File: config.mk
export PLATFORM = sky130hd
export DESIGN_NAME = touch_xy_reader
export DESIGN_NICKNAME = d
export VERILOG_FILES = /design/src/rtl/touch_pkg.sv /design/src/rtl/touch_sck_div.sv /design/src/rtl/touch_tx_mux.sv /design/src/rtl/touch_rx_capture.sv /design/src/rtl/touch_xy_reader.sv
export SDC_FILE = /design/constraint.sdc
export NUM_CORES = 1
export LEC_CHECK = 0
export ABC_AREA = 0
export BUFFER_PORTS_ARGS = -buffer_cell sky130_fd_sc_hd__buf_2
export CAP_MARGIN = 20
export CELL_PAD_IN_SITES_DETAIL_PLACEMENT = 1
export CELL_PAD_IN_SITES_GLOBAL_PLACEMENT = 2
export CORE_UTILIZATION = 34
export CTS_BUF_LIST = sky130_fd_sc_hd__clkbuf_8 sky130_fd_sc_hd__clkbuf_16
export DETAILED_ROUTE_END_ITERATION = 16
export GPL_TIMING_DRIVEN = 0
export HOLD_SLACK_MARGIN = 0.1
export PLACE_DENSITY_LB_ADDON = 0.1
export SYNTH_ARGS = -nofsm -noshare
export SYNTH_HDL_FRONTEND = slang
export SYNTH_SLANG_ARGS = --single-unit
export TNS_END_PERCENT = 50
File: constraint.sdc
create_clock -name clk -period 1.88 [get_ports clk]
set_input_delay 0.094 -clock clk [delete_from_list [all_inputs] [get_ports clk]]
set_output_delay 0.094 -clock clk [all_outputs]
set_load 0.05 [all_outputs]
File: src/rtl/touch_pkg.sv
package touch_pkg;
  localparam int CMD_BITS    = 8;
  localparam int SKIP_BITS   = 1;
  localparam int SAMPLE_BITS = 12;
  localparam int FRAME_BITS  = 24;
  localparam int NUM_FRAMES  = 2;
  localparam int FIELD_W     = 16;
  localparam int RESULT_W    = NUM_FRAMES * FIELD_W;

  localparam logic [CMD_BITS-1:0] CMD_AXIS_X = 8'b1001_0000;
  localparam logic [CMD_BITS-1:0] CMD_AXIS_Y = 8'b1101_0000;

  typedef enum logic {ST_IDLE = 1'b0, ST_RUN = 1'b1} seq_state_t;

  // system clocks per SCK half-period, never below two
  function automatic int half_period(input longint sys_hz, input longint sck_hz);
    longint v;
    v = (sys_hz / sck_hz) / 2 + 1;
    if (v < 2) v = 2;
    return int'(v);
  endfunction

  function automatic logic [CMD_BITS-1:0] frame_cmd(input int idx);
    return (idx == 0) ? CMD_AXIS_X : CMD_AXIS_Y;
  endfunction
endpackage

File: src/rtl/touch_sck_div.sv
module touch_sck_div #(
  parameter int HALF = 2
) (
  input  logic clk,
  input  logic rst_n,
  input  logic run,
  output logic tick
);
  localparam int CNT_W = (HALF > 2) ? $clog2(HALF) : 1;
  localparam logic [CNT_W-1:0] CNT_LAST = CNT_W'(HALF - 1);

  logic [CNT_W-1:0] cnt_q, cnt_d;

  assign tick = run && (cnt_q == CNT_LAST);

  always_comb begin
    if (!run || cnt_q == CNT_LAST) cnt_d = '0;
    else                           cnt_d = cnt_q + 1'b1;
  end

  always_ff @(posedge clk or negedge rst_n) begin
    if (!rst_n) cnt_q <= '0;
    else        cnt_q <= cnt_d;
  end

  // ticks are at least two clocks apart
  a_r10_tick_gap: assert property (@(posedge clk) disable iff (!rst_n)
    tick |=> !tick);
endmodule

File: src/rtl/touch_tx_mux.sv
module touch_tx_mux
  import touch_pkg::*;
#(
  parameter int POS_W = 5,
  parameter int FRM_W = 1
) (
  input  logic [FRM_W-1:0] frm,
  input  logic [POS_W-1:0] pos,
  output logic             bit_o
);
  logic [CMD_BITS-1:0] cmd;
  logic [CMD_BITS-1:0] shifted;

  always_comb begin
    cmd     = frame_cmd(int'(frm));
    // shifting by the position runs the byte out MSB first, zero beyond it
    shifted = cmd << pos;
    bit_o   = shifted[CMD_BITS-1];
  end
endmodule

File: src/rtl/touch_rx_capture.sv
module touch_rx_capture
  import touch_pkg::*;
#(
  parameter int POS_W = 5,
  parameter int FRM_W = 1
) (
  input  logic                                  clk,
  input  logic                                  rst_n,
  input  logic                                  clr,
  input  logic                                  rise_en,
  input  logic [FRM_W-1:0]                      frm,
  input  logic [POS_W-1:0]                      pos,
  input  logic                                  miso,
  output logic [NUM_FRAMES-1:0][SAMPLE_BITS-1:0] samples
);
  localparam int WIN_LO = CMD_BITS + SKIP_BITS;
  localparam int WIN_HI = WIN_LO + SAMPLE_BITS - 1;

  logic in_win;
  logic [NUM_FRAMES-1:0][SAMPLE_BITS-1:0] samp_q, samp_d;

  assign in_win  = (int'(pos) >= WIN_LO) && (int'(pos) <= WIN_HI);
  assign samples = samp_q;

  for (genvar f = 0; f < NUM_FRAMES; f++) begin : g_frame
    always_comb begin
      samp_d[f] = samp_q[f];
      if (clr)
        samp_d[f] = '0;
      else if (rise_en && in_win && frm == FRM_W'(f))
        samp_d[f] = {samp_q[f][SAMPLE_BITS-2:0], miso};
    end

    always_ff @(posedge clk or negedge rst_n) begin
      if (!rst_n) samp_q[f] <= '0;
      else        samp_q[f] <= samp_d[f];
    end
  end

  // samples move only on a rising-edge capture or a clear
  a_r6_sample_hold: assert property (@(posedge clk) disable iff (!rst_n)
    (!rise_en && !clr) |=> $stable(samp_q));
endmodule

File: src/rtl/touch_xy_reader.sv
module touch_xy_reader
  import touch_pkg::*;
#(
  parameter longint SYS_HZ     = 100_000_000,
  parameter longint SCK_MAX_HZ = 2_000_000
) (
  input  logic                clk,
  input  logic                rst_n,
  input  logic                start,
  output logic                busy,
  output logic                done,
  output logic [RESULT_W-1:0] result,
  output logic                sck,
  output logic                mosi,
  input  logic                miso,
  output logic                cs_n
);
  localparam int HALF  = half_period(SYS_HZ, SCK_MAX_HZ);
  localparam int POS_W = $clog2(FRAME_BITS);
  localparam int FRM_W = (NUM_FRAMES > 1) ? $clog2(NUM_FRAMES) : 1;
  localparam logic [POS_W-1:0] POS_LAST = POS_W'(FRAME_BITS - 1);
  localparam logic [FRM_W-1:0] FRM_LAST = FRM_W'(NUM_FRAMES - 1);

  // reset: asserted asynchronously, released on a clock edge
  logic [1:0] rst_sync_q;
  logic       rst_i;
  always_ff @(posedge clk or negedge rst_n) begin
    if (!rst_n) rst_sync_q <= 2'b00;
    else        rst_sync_q <= {rst_sync_q[0], 1'b1};
  end
  assign rst_i = rst_sync_q[1];

  seq_state_t          state_q, state_d;
  logic                cs_q, cs_d, sck_q, sck_d, mosi_q, mosi_d;
  logic                phase_q, phase_d, fin_q, fin_d, done_q, done_d;
  logic [POS_W-1:0]    pos_q, pos_d;
  logic [FRM_W-1:0]    frm_q, frm_d;
  logic [RESULT_W-1:0] result_q, result_d, packed_w;
  logic                tick, accept, rise_en, tx_bit;
  logic [NUM_FRAMES-1:0][SAMPLE_BITS-1:0] samples;

  touch_sck_div #(.HALF(HALF)) u_div (
    .clk(clk), .rst_n(rst_i), .run(state_q == ST_RUN), .tick(tick)
  );

  touch_tx_mux #(.POS_W(POS_W), .FRM_W(FRM_W)) u_tx (
    .frm(frm_q), .pos(pos_q), .bit_o(tx_bit)
  );

  touch_rx_capture #(.POS_W(POS_W), .FRM_W(FRM_W)) u_rx (
    .clk(clk), .rst_n(rst_i), .clr(accept), .rise_en(rise_en),
    .frm(frm_q), .pos(pos_q), .miso(miso), .samples(samples)
  );

  always_comb begin
    packed_w = '0;
    for (int f = 0; f < NUM_FRAMES; f++)
      packed_w[f*FIELD_W +: FIELD_W] = FIELD_W'(samples[f]);
  end

  always_comb begin
    state_d  = state_q;
    cs_d     = cs_q;
    sck_d    = sck_q;
    mosi_d   = mosi_q;
    phase_d  = phase_q;
    pos_d    = pos_q;
    frm_d    = frm_q;
    fin_d    = fin_q;
    done_d   = 1'b0;
    result_d = result_q;
    accept   = 1'b0;
    rise_en  = 1'b0;
    case (state_q)
      ST_IDLE: begin
        if (start) begin
          accept  = 1'b1;
          state_d = ST_RUN;
          cs_d    = 1'b0;
          sck_d   = 1'b1;
          mosi_d  = 1'b0;
          phase_d = 1'b0;
          pos_d   = '0;
          frm_d   = '0;
          fin_d   = 1'b0;
        end
      end
      ST_RUN: begin
        if (tick) begin
          if (fin_q) begin
            cs_d     = 1'b1;
            mosi_d   = 1'b0;
            done_d   = 1'b1;
            result_d = packed_w;
            state_d  = ST_IDLE;
          end else if (!phase_q) begin
            sck_d   = 1'b0;
            mosi_d  = tx_bit;
            phase_d = 1'b1;
          end else begin
            sck_d   = 1'b1;
            rise_en = 1'b1;
            phase_d = 1'b0;
            if (pos_q == POS_LAST) begin
              pos_d = '0;
              if (frm_q == FRM_LAST) fin_d = 1'b1;
              else                   frm_d = frm_q + 1'b1;
            end else begin
              pos_d = pos_q + 1'b1;
            end
          end
        end
      end
      default: state_d = ST_IDLE;
    endcase
  end

  always_ff @(posedge clk or negedge rst_i) begin
    if (!rst_i) begin
      state_q  <= ST_IDLE;
      cs_q     <= 1'b1;
      sck_q    <= 1'b1;
      mosi_q   <= 1'b0;
      phase_q  <= 1'b0;
      pos_q    <= '0;
      frm_q    <= '0;
      fin_q    <= 1'b0;
      done_q   <= 1'b0;
      result_q <= '0;
    end else begin
      state_q  <= state_d;
      cs_q     <= cs_d;
      sck_q    <= sck_d;
      mosi_q   <= mosi_d;
      phase_q  <= phase_d;
      pos_q    <= pos_d;
      frm_q    <= frm_d;
      fin_q    <= fin_d;
      done_q   <= done_d;
      result_q <= result_d;
    end
  end

  assign busy   = (state_q == ST_RUN);
  assign done   = done_q;
  assign result = result_q;
  assign sck    = sck_q;
  assign mosi   = mosi_q;
  assign cs_n   = cs_q;

  // chip select held low for the whole transaction
  a_r2_cs_low_busy: assert property (@(posedge clk) disable iff (!rst_i)
    busy |-> !cs_n);
  // clock rests high when idle
  a_r5_sck_idle: assert property (@(posedge clk) disable iff (!rst_i)
    !busy |-> sck);
  // MOSI low through the readback bit-times
  a_r4_mosi_readback: assert property (@(posedge clk) disable iff (!rst_i)
    (busy && !sck && pos_q >= POS_W'(CMD_BITS)) |-> !mosi);
  // done is a single-cycle strobe and coincides with idle
  a_r8_done_pulse: assert property (@(posedge clk) disable iff (!rst_i)
    done |=> !done);
  a_r8_done_idle: assert property (@(posedge clk) disable iff (!rst_i)
    done |-> !busy);
  // a start while busy does not end or restart the run
  a_r9_ignore_start: assert property (@(posedge clk) disable iff (!rst_i)
    (busy && start && !fin_q) |=> busy);
  // bit position never leaves the frame
  a_r3_pos_range: assert property (@(posedge clk) disable iff (!rst_i)
    pos_q <= POS_LAST);
endmodule

==> results.cfg <==
[yosys]
syn_area_mm2 = 0.003007
postSynthAreaPerCell_um2 = 12.22
ys_types = 40
ys_seq_area_share_pct = 56.68
yosysWarnings = 0
syn_inst = 246
synth-main-ff-cell = dfrtp_1
synth_edf_count = 0
synthArstFlopShare_pct = 100.0
ys_seq_elements = 68

[timing]
fin_worst_skew_ns = 0.008131
holdWs_ns = 0.3525
fin_crit_sh_pct = 101.9
worst_pin_slew_ns = 0.8505
maxSlewHeadroom_pct = 43.30
setup_viol = 5
final.setup.tns_ns = -0.09563
finalCriticalPeriod_ns = 1.916
setup_slack_ns = -0.03561
clock.fmax_ghz = 0.5220
rsz0062_at_grt = yes
maxSlewViolCount = 0
hold_viol_final = 0

[die]
num_rows = 33
die_h_um = 96.04
start_util_pct = 35.87
die_area_mm2 = 0.009223
core_area_mm2 = 0.008382
die_w_um = 96.04
io_pins = 41

[worst_setup_path]
worstReg2RegEnd = u_rx.samples[19]
crit_path_max_incr_delay_ns = 0.39
slowest_stage = dfrtp_1
cp.required_ns = 2.10
cp-start-kind = flip-flop
path_common_cell = buf_6
r2r_slack_ns = -0.04
crit_type = flip-flop to flip-flop
path_cells = inv_2 > ha_4 > nand4b_4 > or2_1 > buf_6 > nor3b_4 > buf_6 > mux2_4
arrival_ns = 2.14
critical_path.max_fanout = 5
worstReg2RegStart = u_div.cnt_q[1]
path_buf_inv = 3
endpoint_kind = flip-flop
cp_top_family = simple AND/OR/NAND/NOR gates
r2r_cells = 8

[pwr]
seqPwrFrac_pct = 42.5
p_comb_share_pct = 28.1
power.density_mw_per_mm2 = 1209
ir_drop_mv = 0.3483
sw_frac_of_total_pct = 34.29
clkPwrFrac_pct = 29.4
power.switching_uw = 1583
p_leak_uw = 0.001883
p_int_uw = 3033

[placement]
post-dp-hpwl_mm = 4.045
port_buffers = 32
placed_area_mm2 = 0.003344
gp_congestion = 0.7016

[drt]
drtIter0Drc = 80
route.detailed.drc = 0
wl_mm = 6.199
first_pass_iters = 4
viasPerCell = 4.632
antenna_left = 0
dr_total_vias = 1987
wl_per_cell_um = 14.45

[global_routing]
antenna_found_initial = 0
grt_pass1_wl_mm = 10.29
grt-ovfl-total = 0
grt_pass1_vias = 2129
grt_max_degree = 67
grt.total_usage_pct = 15.15

[outcome]
status = complete, but fails checks
violations = setup timing

[final_layout]
num-fill-cells = 914
area_growth_pct = 26.97
multi_input_area_mm2 = 0.001197
drive_gt1_share_pct = 39.20
ff_latch_area_mm2 = 0.001712
stdcell_area_mm2 = 0.003817
fin_nets = 328
n_antenna_cell = 0

[cts]
clockBufferDepth = 2
clk_pin_slew_worst_paths_ns = 0.08
cts.sinks = 68
numCtsBuffers = 9
cts_tree = yes
htree_levels = 3
root_buffer = clkbuf_8
clk_latency_ns = 0.34

[worst_hold_path]
min_path_type = flip-flop to flip-flop
holdPathEnd = rst_sync_q[1]
hold_depth = 0
min_from = rst_sync_q[0]

[flow_run]
drv_cap = 0
-- what timing repair did --
action / in CTS / in global routing
resized for setup: 10 / 13
hold buffers: 4 / 0
pin swaps: 3 / 0
hold endpoints to repair: 7 / 0
gates cloned: 1 / 1
buffers inserted: 16 / 1
setup endpoints to repair: 49 / 40
-- flip-flops by register name, summed over array words and instances (netlist names), 2 cells and up --
register      flops
pos_q             5
u_div.cnt_q       5
result           24
rst_sync_q        2
u_rx.samples     24
-- layout make-up --
cell class	instances	area share [%]
Buffer	17	3.900
Clock buffer	10	3.605
Clock inverter	6	2.294
Inverter	12	1.180
Multi-Input combinational cell	156	31.37
Sequential cell	68	44.84
Tap cell	105	3.441
Timing Repair Buffer	55	9.374
-- stage by stage --
stage / setup WS (ns) / util, % / std cells / total power, uW
final: -0.03561 / 45.54 / 429 / 4615
after global routing: -0.1648 / 45.54 / 429 / 4882
after CTS: -0.05210 / 44.99 / 427 / 4667
after detailed placement: -0.5124 / 39.90 / 390 / 3185
after global placement: -0.5087 / 39.87 / 390 / 3158
after floorplan: -0.08823 / - / 253 / 2897
-- worst max-delay path by stage --
stage,startpoint,end,slack (ns),depth (start not counted)
2_1_floorplan,busy,u_rx.samples[17],-0.09,7
3_5_place_dp,u_div.cnt_q[1],result[18],-0.51,6
4_1_cts,u_div.cnt_q[1],u_rx.samples[19],-0.05,8
6_report,u_div.cnt_q[1],u_rx.samples[19],-0.04,8
3_3_place_gp,u_div.cnt_q[1],result[22],-0.51,6
5_1_grt,u_div.cnt_q[1],u_rx.samples[18],-0.16,9
-- layout by cell type, fill, tap and decap left out, types with 3 or more instances in the layout --
cell type      Yosys  layout
clkbuf_8           0      10
dlygate4sd3_1      0       4
dfrtp_2            0       3
buf_4             10      23
ha_1               5       4
dfrtp_1           66      62
nor4_1             4       4
buf_2              2      32
mux2i_1           23      22
buf_6              2       8
a21oi_1            5       5
nand3_1            3       3
inv_1             12      12
o21ai_0            6       6
mux2_4             3       5
mux2_2            27      25
conb_1             2       9
nor2_1            17      16
nand2_1           29      29
-- power groups by stage --
stage               clock [uW]  sequential [uW]  combinational, uW
floorplan                    0             2230                671
global placement             0             1990               1170
detailed placement           0             2000               1190
CTS                       1390             1970               1310
global route              1440             2010               1430
finish                    1360             1960               1300
-- cell usage after synthesis (3+ instances only) --
cell type,count,area (um2)
nand3_1,3,15.01
inv_1,12,45.04
ha_1,5,62.56
mux2_2,27,304.0
o21ai_0,6,30.03
mux2_4,3,45.04
dfrtp_1,66,1652
mux2i_1,23,230.2
a21oi_1,5,25.02
nand2_1,29,108.9
buf_4,10,75.07
nor4_1,4,25.02
nor2_1,17,63.81
-- metal layers --
metal	track usage (%)	routed length, um
met1	19.61	2855
met2	24.29	3024
met3	2.844	209
met4	7.463	110
met5	0	0
-- logic make-up (layout without fill, tap and decap cells) --
family,after synthesis,after routing,share of synthesized area [%]
flops,68,68,56.68
simple gates,66,66,11.32
mux,53,53,19.27
buf+inv,29,100,5.493
compound gates,20,20,4.037
fa+ha+maj,5,5,2.081
xor+xnor,3,3,0.8741
other cells,2,9,0.2498
Note: power is estimated with default switching activity, not from simulation.
